<file path="config.mk">
export PLATFORM = sky130hd
export DESIGN_NAME = ctrl_serial_bank
export DESIGN_NICKNAME = d
export VERILOG_FILES = /design/src/rtl/ctrlbank_pkg.sv /design/src/rtl/ctrlbank_sync.sv /design/src/rtl/ctrlbank_shifter.sv /design/src/rtl/ctrlbank_regfile.sv /design/src/rtl/ctrlbank_outmux.sv /design/src/rtl/ctrl_serial_bank.sv
export SDC_FILE = /design/constraint.sdc
export NUM_CORES = 1
export LEC_CHECK = 0
export ABC_CLOCK_PERIOD_IN_PS = 2200
export BUFFER_PORTS_ARGS = -buffer_cell sky130_fd_sc_hd__buf_2
export CORE_MARGIN = 3
export CORE_UTILIZATION = 35
export DETAILED_ROUTE_END_ITERATION = 16
export GPL_TIMING_DRIVEN = 1
export PLACE_DENSITY = 0.65
export SETUP_SLACK_MARGIN = 0.3
export SLEW_MARGIN = 20
export SYNTH_ARGS = -nofsm -noshare
export SYNTH_HDL_FRONTEND = slang
export SYNTH_HIERARCHICAL = 1
export SYNTH_SLANG_ARGS = --single-unit
export TNS_END_PERCENT = 5
</file>
<file path="constraint.sdc">
create_clock -name clk -period 2.2 [get_ports clk]
set_input_delay 0 -clock clk [delete_from_list [all_inputs] [get_ports clk]]
set_output_delay 0 -clock clk [all_outputs]
set_load 0.005 [all_outputs]
</file>
<file path="src/rtl/ctrlbank_pkg.sv">
package ctrlbank_pkg;

    localparam int unsigned FRAME_W_DEF  = 24;
    localparam int unsigned NUM_REGS_DEF = 8;
    localparam int unsigned SYNC_DEF     = 2;
    localparam int unsigned SEL_W        = 4;

    typedef enum logic [SEL_W-1:0] {
        MX_HIZ   = 4'd0,
        MX_HIGH  = 4'd1,
        MX_LOW   = 4'd2,
        MX_LOCK  = 4'd3,
        MX_RDIV  = 4'd4,
        MX_NDIV  = 4'd5,
        MX_TIMER = 4'd6,
        MX_ECHO  = 4'd7
    } mux_code_e;

endpackage

</file>
<file path="src/rtl/ctrlbank_sync.sv">
module ctrlbank_sync #(
    parameter int unsigned STAGES = 2,
    parameter int unsigned NE     = 2,
    parameter int unsigned NL     = 1
) (
    input  logic          clk,
    input  logic          rst_n,
    input  logic [NE-1:0] edge_raw,
    input  logic [NL-1:0] lvl_raw,
    output logic [NE-1:0] edge_rise,
    output logic [NL-1:0] lvl_sync
);

    typedef struct packed {
        logic [STAGES-1:0][NE-1:0] ep;
        logic [STAGES-1:0][NL-1:0] lp;
        logic [NE-1:0]             eprev;
    } sync_t;

    sync_t s_d, s_q;

    always_comb begin
        s_d       = s_q;
        s_d.ep[0] = edge_raw;
        s_d.lp[0] = lvl_raw;
        for (int i = 1; i < int'(STAGES); i++) begin
            s_d.ep[i] = s_q.ep[i-1];
            s_d.lp[i] = s_q.lp[i-1];
        end
        s_d.eprev = s_q.ep[STAGES-1];
    end

    always_ff @(posedge clk) begin
        if (!rst_n) s_q <= '0;
        else        s_q <= s_d;
    end

    assign edge_rise = s_q.ep[STAGES-1] & ~s_q.eprev;
    assign lvl_sync  = s_q.lp[STAGES-1];

endmodule

</file>
<file path="src/rtl/ctrlbank_shifter.sv">
module ctrlbank_shifter #(
    parameter int unsigned W = 24
) (
    input  logic         clk,
    input  logic         rst_n,
    input  logic         shift_en,
    input  logic         din,
    output logic [W-1:0] word
);

    typedef struct packed {
        logic [W-1:0] sr;
    } shf_t;

    shf_t s_d, s_q;

    always_comb begin
        s_d = s_q;
        if (shift_en) begin
            s_d.sr = {s_q.sr[W-2:0], din};
        end
    end

    always_ff @(posedge clk) begin
        if (!rst_n) s_q <= '0;
        else        s_q <= s_d;
    end

    assign word = s_q.sr;

endmodule

</file>
<file path="src/rtl/ctrlbank_regfile.sv">
module ctrlbank_regfile #(
    parameter int unsigned W = 24,
    parameter int unsigned N = 8
) (
    input  logic           clk,
    input  logic           rst_n,
    input  logic           we,
    input  logic [W-1:0]   word,
    output logic [N*W-1:0] regs_flat,
    output logic           r0_wr
);

    localparam int unsigned AW = $clog2(N);

    logic [N-1:0] hit;

    for (genvar g = 0; g < int'(N); g++) begin : g_dec
        assign hit[g] = we && (word[AW-1:0] == AW'(g));
    end

    typedef struct packed {
        logic [N-1:0][W-1:0] regs;
        logic                r0_pulse;
    } rf_t;

    rf_t s_d, s_q;

    always_comb begin
        s_d          = s_q;
        s_d.r0_pulse = hit[0];
        for (int k = 0; k < int'(N); k++) begin
            if (hit[k]) s_d.regs[k] = word;
        end
    end

    always_ff @(posedge clk) begin
        if (!rst_n) s_q <= '0;
        else        s_q <= s_d;
    end

    assign regs_flat = s_q.regs;
    assign r0_wr     = s_q.r0_pulse;

endmodule

</file>
<file path="src/rtl/ctrlbank_outmux.sv">
module ctrlbank_outmux
    import ctrlbank_pkg::*;
(
    input  logic [SEL_W-1:0] sel,
    input  logic             lock,
    input  logic             rdiv,
    input  logic             ndiv,
    input  logic             timer,
    input  logic             echo,
    output logic             out,
    output logic             oe
);

    typedef struct packed {
        logic out;
        logic oe;
    } pin_t;

    pin_t p_d;

    always_comb begin
        p_d.out = 1'b0;
        p_d.oe  = 1'b1;
        case (mux_code_e'(sel))
            MX_HIGH:  p_d.out = 1'b1;
            MX_LOW:   p_d.out = 1'b0;
            MX_LOCK:  p_d.out = lock;
            MX_RDIV:  p_d.out = rdiv;
            MX_NDIV:  p_d.out = ndiv;
            MX_TIMER: p_d.out = timer;
            MX_ECHO:  p_d.out = echo;
            default:  p_d.oe  = 1'b0;
        endcase
    end

    assign out = p_d.out;
    assign oe  = p_d.oe;

endmodule

</file>
<file path="src/rtl/ctrl_serial_bank.sv">
module ctrl_serial_bank
    import ctrlbank_pkg::*;
#(
    parameter int unsigned FRAME_W     = FRAME_W_DEF,
    parameter int unsigned NUM_REGS    = NUM_REGS_DEF,
    parameter int unsigned SYNC_STAGES = SYNC_DEF,
    parameter int unsigned MUX_REG     = 6,
    parameter int unsigned MUX_LSB     = 3
) (
    input  logic                        clk,
    input  logic                        rst_n,
    input  logic                        ser_clk,
    input  logic                        ser_data,
    input  logic                        ser_latch,
    input  logic                        lock_det,
    input  logic                        rdiv_out,
    input  logic                        ndiv_out,
    input  logic                        timer_out,
    output logic [FRAME_W*NUM_REGS-1:0] regs_o,
    output logic                        chan_prog,
    output logic                        mux_out,
    output logic                        mux_oe
);

    localparam int unsigned SEL_POS = MUX_REG * FRAME_W + MUX_LSB;

    logic [1:0]         rises;
    logic               sclk_rise;
    logic               le_rise;
    logic               sdata_s;
    logic [FRAME_W-1:0] shift_word;
    logic [SEL_W-1:0]   sel;

    ctrlbank_sync #(
        .STAGES (SYNC_STAGES),
        .NE     (2),
        .NL     (1)
    ) u_sync (
        .clk       (clk),
        .rst_n     (rst_n),
        .edge_raw  ({ser_latch, ser_clk}),
        .lvl_raw   (ser_data),
        .edge_rise (rises),
        .lvl_sync  (sdata_s)
    );

    assign sclk_rise = rises[0];
    assign le_rise   = rises[1];

    ctrlbank_shifter #(
        .W (FRAME_W)
    ) u_shift (
        .clk      (clk),
        .rst_n    (rst_n),
        .shift_en (sclk_rise),
        .din      (sdata_s),
        .word     (shift_word)
    );

    ctrlbank_regfile #(
        .W (FRAME_W),
        .N (NUM_REGS)
    ) u_regs (
        .clk       (clk),
        .rst_n     (rst_n),
        .we        (le_rise),
        .word      (shift_word),
        .regs_flat (regs_o),
        .r0_wr     (chan_prog)
    );

    assign sel = regs_o[SEL_POS +: SEL_W];

    ctrlbank_outmux u_mux (
        .sel   (sel),
        .lock  (lock_det),
        .rdiv  (rdiv_out),
        .ndiv  (ndiv_out),
        .timer (timer_out),
        .echo  (shift_word[FRAME_W-1]),
        .out   (mux_out),
        .oe    (mux_oe)
    );

endmodule

</file>
---- Word-level counts from Yosys, hierarchy flattened ----
Index checks and enable logic that the tools add are counted.
storage, ports and cells
  logic and storage cells ................. 43
  input port bits ......................... 9
  output and inout port bits .............. 195
  register bits ........................... 225
operators by class
  multiplexer cells ....................... 2
  bitwise logic cells ..................... 2
  reductions and logical operators ........ 10
  equal/unequal tests ..................... 14
operator list
  operator            number
  $eq 4x3->1 const B  4
  $eq 3x3->1 const B  4
  $eq 4x2->1 const B  2
  $logic_and 1x1->1   8
  $reduce_or 7->1     1
  $eq 3x2->1 const B  2
  $pmux 1 s6          1
  $eq 4x1->1 const B  1
  $eq 3x1->1 const B  1
  $logic_not 3->1     1
  $and 2x2->2         1
  $not 2->2           1
  $mux 1              1

---- Logic depth before layout (Yosys ltp) ----
Gate-level depths: netlist of the first run.
  depth after elaboration ................. 3
  mapped depth ............................ 6
  depth with buffers taken out ............ 3

---- Cells and area by module ----
Netlist of the first run, hierarchy kept.
by module, submodules not included
  module            sequential area each (um2)  cells each  times used  area each (um2)
  ctrlbank_regfile  3,863.7                     637         1           6,835.3
  ctrlbank_shifter  480.5                       77          1           929.6
  ctrlbank_sync     160.2                       18          1           222.7
  ctrlbank_outmux   0.0                         9           1           67.6

---- Least setup slack after synthesis of the first run ----
No wires, ideal clock.
  path type ............................... register to register
  from .................................... register u_sync.s_q, in the netlist u_sync/s_d[1]
  to ...................................... register u_regs.s_q, in the netlist u_regs/regs_flat[30]
  stages on the path, launching flop included .. 7
  buffers on the path ..................... 3
  setup slack ............................. 704 ps
  setup time .............................. 72 ps
  data arrival time ....................... 1,424 ps
  data required time ...................... 2,128 ps
  clock period less this slack ............ 1,496 ps
  cell sequence ........................... dfxtp_1 > nor2b_1 > buf_4 > nor4bb_1 > buf_2 > buf_6 > mux2i_1
on the way
  word-level cells in the longest chain between the ends .. 2
RTL lines
  element                   RTL line                text
  start: declaration        ctrlbank_sync.sv:20     sync_t s_d, s_q;
  start signal: assignment  ctrlbank_sync.sv:34     if (!rst_n) s_q <= '0;
  start signal: assignment  ctrlbank_sync.sv:35     else s_q <= s_d;
  $and 2x2->2               ctrlbank_sync.sv:38     assign edge_rise = s_q.ep[STAGES-1] & ~s_q.eprev;
  named net rises[1]        ctrl_serial_bank.sv:27  logic [1:0] rises;
  $logic_and 1x1->1         ctrlbank_regfile.sv:18  assign hit[g] = we && (word[AW-1:0] == AW'(g));
  end signal: assignment    ctrlbank_regfile.sv:37  if (!rst_n) s_q <= '0;
  end signal: assignment    ctrlbank_regfile.sv:38  else s_q <= s_d;
  end: declaration          ctrlbank_regfile.sv:26  rf_t s_d, s_q;
The timed path passes the listed nets, and every way through them passes these cells.
A chain may end at the register's enable or synchronous reset.

---- Final worst setup path of the first run ----
  from .................................... register u_regs.s_q, in the netlist u_regs/regs_flat[149]
  to ...................................... output port mux_out
on the way
  word-level cells in the longest chain between the ends .. 2
  elaborated cells on any way between the ends .. 7
  classes of those cells .................. 6 x eq/ne; 1 x mux
RTL lines
  element                                   RTL line                text
  $eq 4x3->1, or another cell as far along  ctrlbank_outmux.sv:24   case (mux_code_e'(sel))
  $pmux 1 s6 *                              ctrlbank_outmux.sv:24
  end: declaration                          ctrl_serial_bank.sv:21  output logic mux_out,
Every way passes the cells marked *; elsewhere a longest branch is shown, timed or not.

==> results.yml, run 1 <==
outcome:
  status: "finished, final reports clean"
layout:
  final_cell_mix: "dfxtp_1, buf_2, mux2i_1"
  fin_nets: 952
  drive_gt1_share_pct: 27.77
  areaGrowthSynthToFinish_pct: 25.66
  final_common_cell: "dfxtp_1"
  fillers: 2091
  diodes: 0
  fin_util_pct: 45.54
power:
  p_leak_nw: 5.258
  finalPower_mw: 8.203
  max-vdd-ir-drop_uv: 427.5
  p_per_area_mw_per_mm2: 810.4
detailed_routing:
  drt_iter0_markers: 238
  drt_wl_total_um: 20350
  dr.pass1.iters: 4
  drc_errors: 0
  num_vias: 5740
  ant_nets: 0
  via_per_inst: 4.637
  routedWlPerCell_um: 16.44
timing:
  period_share_pct: 74.65
  whs_ps: 247.3
  finalClockSkew_ps: 9.074
  fin_ws_ps: 557.7
  rsz0062_at_grt: "false"
  post-route-min-period_ps: 1642
  hold_viol: 0
  setup_tns_ps: 0
  fmax_ghz: 0.6089
  worst_slew_pin_slew_ps: 545.8
  relSlewSlack_pct: 63.61
  drv_slew: 0
  setup_viol: 0
yosys:
  synthTopCellsByArea: "dfxtp_1, mux2i_1, nand2_1"
  ys_ff_latch: 225
  avgSynthCellArea_sq_um: 10.87
  synth_largest_area_cell: "dfxtp_1"
  ys_types: 30
  synth_top_area_share_pct: 55.92
  synth_area_sq_mm: 0.008055
  yosysSeqAreaShare_pct: 55.92
  yosysWarnings: 6
  syn-num-nets: 750
  syn_inst: 741
floorplanning:
  fp.dieW_um: 157.7
  io_pins: 204
  initial_utilization_pct: 36.24
  die_y_um: 157.7
  num_rows: 54
  die-area_sq_mm: 0.02487
  core_sq_mm: 0.02223
place:
  dp_hpwl_um: 13800
  place.gp.congestion: 0.7486
  port_buffers: 203
  post-place-ws_ps: 594.9
critical_path:
  critPathLaunchType: "flop"
  arrival_ps: 1640
  reg2reg_setup_slack_ps: 590
  crit_type: "reg -> out"
  endpoint_kind: "output port"
  required_ps: 2200
  critPathMaxFanout: 6
grt:
  antenna_found_initial: 0
  grt_pass1_wl_um: 31540
  grtUsageTotal_pct: 15.88
  grt_max_degree: 81
  overflow: 0
  grt_pass1_vias: 5664
clocking:
  postCtsSetupBuffers: 0
  cts-root-buf: "clkbuf_16"
  cts_buffers: 24
  clkSinkCount: 225
  htree_levels: 1
  clock_latency_ps: 500
  cts_tree: "yes"
  clockBufferDepth: 3
  clkSlewWorstSetupHoldPaths_ps: 60
run:
  max_cap_viol_count: 0
hold_path:
  hp-class: "in -> reg"
[worst max-delay path, stage by stage, from the launching register on]
cell and delay (ps):
dfxtp_1 480, mux2i_1 280, a221oi_2 80, a31o_1 190
buf_2 120
[power by group]
part | switching [mW] | internal, mW | total [mW] | leakage (nW)
Combinational | 0.0917 | 0.0484 | 0.140 | 3.06
Clock | 1.55 | 2.43 | 3.98 | 0.387
Sequential | 0.00272 | 4.08 | 4.08 | 1.81
Total | 1.64 | 6.56 | 8.20 | 5.26
[timing repair]
item                                   CTS  global route
hold buffers                             4             0
endpoints found under the hold margin   54             0
gates resized for setup                  0             0
[path summary, 6_finish.rpt]
check | end | cells after the start | from
worst min-delay path | u_sync/s_d[7]$_SDFF_PN0_ | 3 | ser_latch
worst max register to register | u_regs/regs_flat[0]$_SDFFE_PN0P_ | 3 | u_shift/word[0]$_SDFFE_PN0P_
worst min register to register | u_sync/s_d[0]$_SDFF_PN0_ | 1 | u_sync/s_d[6]$_SDFF_PN0_
worst max-delay path | mux_out | 4 | u_regs/regs_flat[149]$_SDFFE_PN0P_
[routing by layer]
layer	GRT usage [%]	part of all wire (%)	vias to the layer above
met2	27.23	48	141
met4	3.017	1.2	0
met3	3.718	6.8	18
met5	0	0	-
met1	20.63	44	2710
li1	-	-	2871
[per-stage QoR]
stage          instances  instance area [sq um]
6_report            1238                  10120
5_1_grt             1238                  10120
4_1_cts             1238                  10120
3_5_place_dp        1193                   9295
3_3_place_gp        1193                   9295
2_1_floorplan        741                   8055
[cells in the mapped netlist]
cell type	instances
dlymetal6s2s_1	1
and4b_1	3
dfxtp_1	225
inv_1	3
nor2_1	4
and3_1	10
nor3b_1	2
nand4bb_1	1
mux2i_1	193
nor2b_1	26
nand4b_1	3
mux2_2	1
a221oi_2	1
or4b_1	1
nand2_1	189
nand4_1	1
o21a_1	10
a31o_1	1
buf_4	8
buf_2	11
nand4bb_2	1
nor4bb_1	1
nor3_1	1
and2_1	8
clkbuf_1	24
a21oi_1	2
nand2b_1	1
buf_12	4
buf_6	4
and4_1	1
[logic make-up (layout without fill, tap and decap cells)]
| family | Yosys count | count (layout) | share of synthesized area, % |
|---|---|---|---|
| DFF | 225 | 225 | 55.92 |
| AOI/OAI and AO/OA | 14 | 14 | 1.351 |
| and+or+nand+nor | 253 | 253 | 14.21 |
| muxes | 194 | 194 | 24.12 |
| buffers and inverters | 55 | 272 | 4.396 |
[cell type report]
class                           instances  area (sq um)  share of cell area, %
Sequential cell                       225          4504                  44.50
Multi-Input combinational cell        461          3224                  31.85
Timing Repair Buffer                  228          1245                  12.30
Clock buffer                           34         699.4                  6.910
Tap cell                              280         350.3                  3.461
Clock inverter                          7         87.58                 0.8653
Inverter                                3         11.26                 0.1112
[registers in the layout, indices dropped and copies added (netlist names)]
signal,cells
u_regs/r0_wr,1
u_regs/regs_flat,192
u_shift/word,24
u_sync/lvl_sync,1
u_sync/s_d,5
u_sync/s_q,2
(Power assumes the default switching activity.)
==> inputs of run 2 (changes only) <==
--- a/config.mk
+++ b/config.mk
@@ -5,13 +5,14 @@
 export SDC_FILE = /design/constraint.sdc
 export NUM_CORES = 1
 export LEC_CHECK = 0
-export ABC_CLOCK_PERIOD_IN_PS = 2200
+export ABC_AREA = 1
+export ABC_CLOCK_PERIOD_IN_PS = 1600
 export BUFFER_PORTS_ARGS = -buffer_cell sky130_fd_sc_hd__buf_2
 export CORE_MARGIN = 3
 export CORE_UTILIZATION = 35
 export DETAILED_ROUTE_END_ITERATION = 16
 export GPL_TIMING_DRIVEN = 1
-export PLACE_DENSITY = 0.65
+export PLACE_DENSITY = 0.64
 export SETUP_SLACK_MARGIN = 0.3
 export SLEW_MARGIN = 20
 export SYNTH_ARGS = -nofsm -noshare
==> constraint.sdc (replaced) <==
create_clock -name clk -period 1.6 [get_ports clk]
set_input_delay 0 -clock clk [delete_from_list [all_inputs] [get_ports clk]]
set_output_delay 0 -clock clk [all_outputs]
set_load 0.005 [all_outputs]
==> run 2 against run 1 <==
  * Combinational power increased to 6.2 times the previous value
  * Global-route usage is 4.6 points higher
  * Power up 47%
  * Die area is 8.0% higher
  * First-iteration DRC count increased to 3.5 times the previous value
  * Sequential share of layout area is 4.5 points lower
  * Non-clock buffer count grew 26
  * Final area is 12% higher
==> results.yml, run 2 <==
floorplanning:
  num_rows: 57
  io_pins: 204
  initial_utilization_pct: 35.79
  fp.dieW_um: 163.9
  die_y_um: 163.9
  die-area_sq_mm: 0.02687
  core_sq_mm: 0.02439
yosys:
  ys_ff_latch: 225
  synth_edf_count: 0
  ys_types: 18
  synth_common_cells: "nor2_1, nand2_1, dfxtp_1"
  syn_inst: 1228
  ys.flop_type: "dfxtp_1"
  synth_top_area_share_pct: 51.60
  yosysSeqAreaShare_pct: 51.60
  synthTopCellsByArea: "dfxtp_1, nor2_1, nand2_1"
  synth_area_sq_mm: 0.008730
  avgSynthCellArea_sq_um: 7.109
  synth_most_common_cell: "nor2_1"
  synth_largest_area_cell: "dfxtp_1"
  syn-num-nets: 1237
  yosysWarnings: 6
  async_reset_ff_share_pct: 0
critical_path:
  crit_type: "reg -> reg"
  r2r_cells: 10
  critPathLaunchType: "flop"
  required_ps: 2000
  critPathMaxFanout: 7
  arrival_ps: 1840
  endpoint_kind: "flop"
place:
  port_buffers: 203
  dp_hpwl_um: 17760
  placed_area_sq_mm: 0.01021
  place.gp.congestion: 0.7950
clocking:
  clkSlewWorstSetupHoldPaths_ps: 60
  clkSinkCount: 225
  clockBufferDepth: 3
  cts-root-buf: "clkbuf_16"
  htree_levels: 1
  cts_buffers: 25
  clock_latency_ps: 510
  cts_tree: "yes"
grt:
  grt_pass1_wl_um: 42800
  overflow: 0
  antenna_found_initial: 0
  grtUsageTotal_pct: 20.52
  grt_pass1_vias: 7469
  grt_max_degree: 79
timing:
  worst_slew_pin_slew_ps: 663.7
  rsz0062_at_grt: "true"
  drv_slew: 0
  whs_ps: 373.3
  setup_tns_ps: 0
  relSlewSlack_pct: 55.70
  post-route-min-period_ps: 1435
  period_share_pct: 89.71
  setup_viol: 0
  fmax_ghz: 0.6967
  finalClockSkew_ps: 11.16
  hold_viol: 0
power:
  max-vdd-ir-drop_uv: 542.4
  finalPower_mw: 12.08
  p_leak_nw: 5.257
  combinationalPowerShare_pct: 7.2
  p_per_area_mw_per_mm2: 1070
  internal_power_mw: 9.226
  p_clk_share_pct: 45.2
  switchingPower_mw: 2.850
  switching_share_pct: 23.60
  seqPwrFrac_pct: 47.6
layout:
  largest_reg_flops: 192
  areaGrowthSynthToFinish_pct: 29.30
  multi_input_area_sq_mm: 0.003586
  drive_gt1_share_pct: 22.10
  fin_nets: 1443
  stdcell_area_sq_mm: 0.01129
  final_common_cell: "nor2_1"
  final_cell_mix: "nor2_1, nand2_1, dfxtp_1"
  fillers: 2512
  regArea_sq_mm: 0.004518
  diodes: 0
detailed_routing:
  routedWlPerCell_um: 15.99
  wl_met3_um: 2144
  route.met2.wl_um: 12840
  drt_iter0_markers: 838
  dr.pass1.iters: 5
  wl_met1_um: 12540
  num_vias: 8314
  via_per_inst: 4.692
  drt_wl_total_um: 28330
  routed.top_layer: "met4"
  drc_errors: 0
  ant_nets: 0
hold_path:
  hold-path-cell-count: 6
  hp-class: "in -> out"
outcome:
  status: "finished, final reports clean"
run:
  max_cap_viol_count: 0
-- run 2: cell count changes after synthesis, moves of 26 or more --
cell and delta:
nand3_1 +148, nor2_1 +422, mux2i_1 -193, nand2_1 +79, inv_1 +58, nor2b_1 -26
-- run 2: worst paths after layout --
kind                                                          end                      from  slack [ps]
worst max register to register  u_regs/regs_flat[18]$_SDFFE_PN0P_  u_sync/s_d[1]$_SDFF_PN0_         160
worst min register to register           u_sync/s_d[0]$_SDFF_PN0_  u_sync/s_d[6]$_SDFF_PN0_         420
worst min-delay path                                      mux_out                  rdiv_out         370
worst max-delay path            u_regs/regs_flat[18]$_SDFFE_PN0P_  u_sync/s_d[1]$_SDFF_PN0_         160
-- run 2: cell type report --
cell class	instances	area share, %
tap	324	3.592
multi-input combinational	862	31.77
timing repair buffer	254	15.49
sequential	225	40.03
inverter	66	2.350
clock inverter	3	0.3547
clock buffer	38	6.418
-- run 2: power groups by stage --
stage | clock (mW) | sequential [mW] | combinational, mW
5_1_grt | 5.85 | 5.75 | 0.964
4_1_cts | 5.59 | 5.74 | 0.861
3_5_place_dp | 0 | 5.87 | 0.795
2_1_floorplan | 0 | 5.86 | 0.494
3_3_place_gp | 0 | 5.87 | 0.788
6_report | 5.46 | 5.74 | 0.873
-- run 2: cells by family after synthesis --
kind of cell / share of synthesized area (%)
flops: 51.60
buf+inv: 8.084
compound gates: 0.1576
simple gates: 40.16
-- run 2: metrics by stage --
step	setup slack (ps)	instances	util [%]
2_1_floorplan	351.7	1228	-
3_3_place_gp	205.9	1712	41.85
3_5_place_dp	156.2	1712	41.85
4_1_cts	179.5	1771	46.09
5_1_grt	77.65	1772	46.28
6_report	164.6	1772	46.28
-- run 2: layer usage --
metal / GRT usage (%) / vias up
met4: 6.767 / 0
met2: 32.42 / 305
met3: 3.279 / 57
met1: 28.67 / 3804
li1: - / 4148
met5: 0 / -
-- run 2: repair_timing --
| action | 4_1_cts | 5_1_grt |
|---|---|---|
| pin swaps | 1 | 2 |
| resized for setup | 18 | 13 |
| hold endpoints to repair | 36 | 0 |
| setup endpoints to repair | 169 | 188 |
| hold buffers | 7 | 0 |
| gates cloned | 4 | 0 |
| setup buffers | 7 | 1 |
-- run 2: worst max-delay path, cell delays in order, from the launching register on --
cell     delay [ps]
dfxtp_2         330
inv_2            40
nor2_4          120
inv_2            60
nor2_4          210
buf_6           160
buf_12          100
buf_16          120
nand3_1          70
nand2_1          80
nor2_1           40
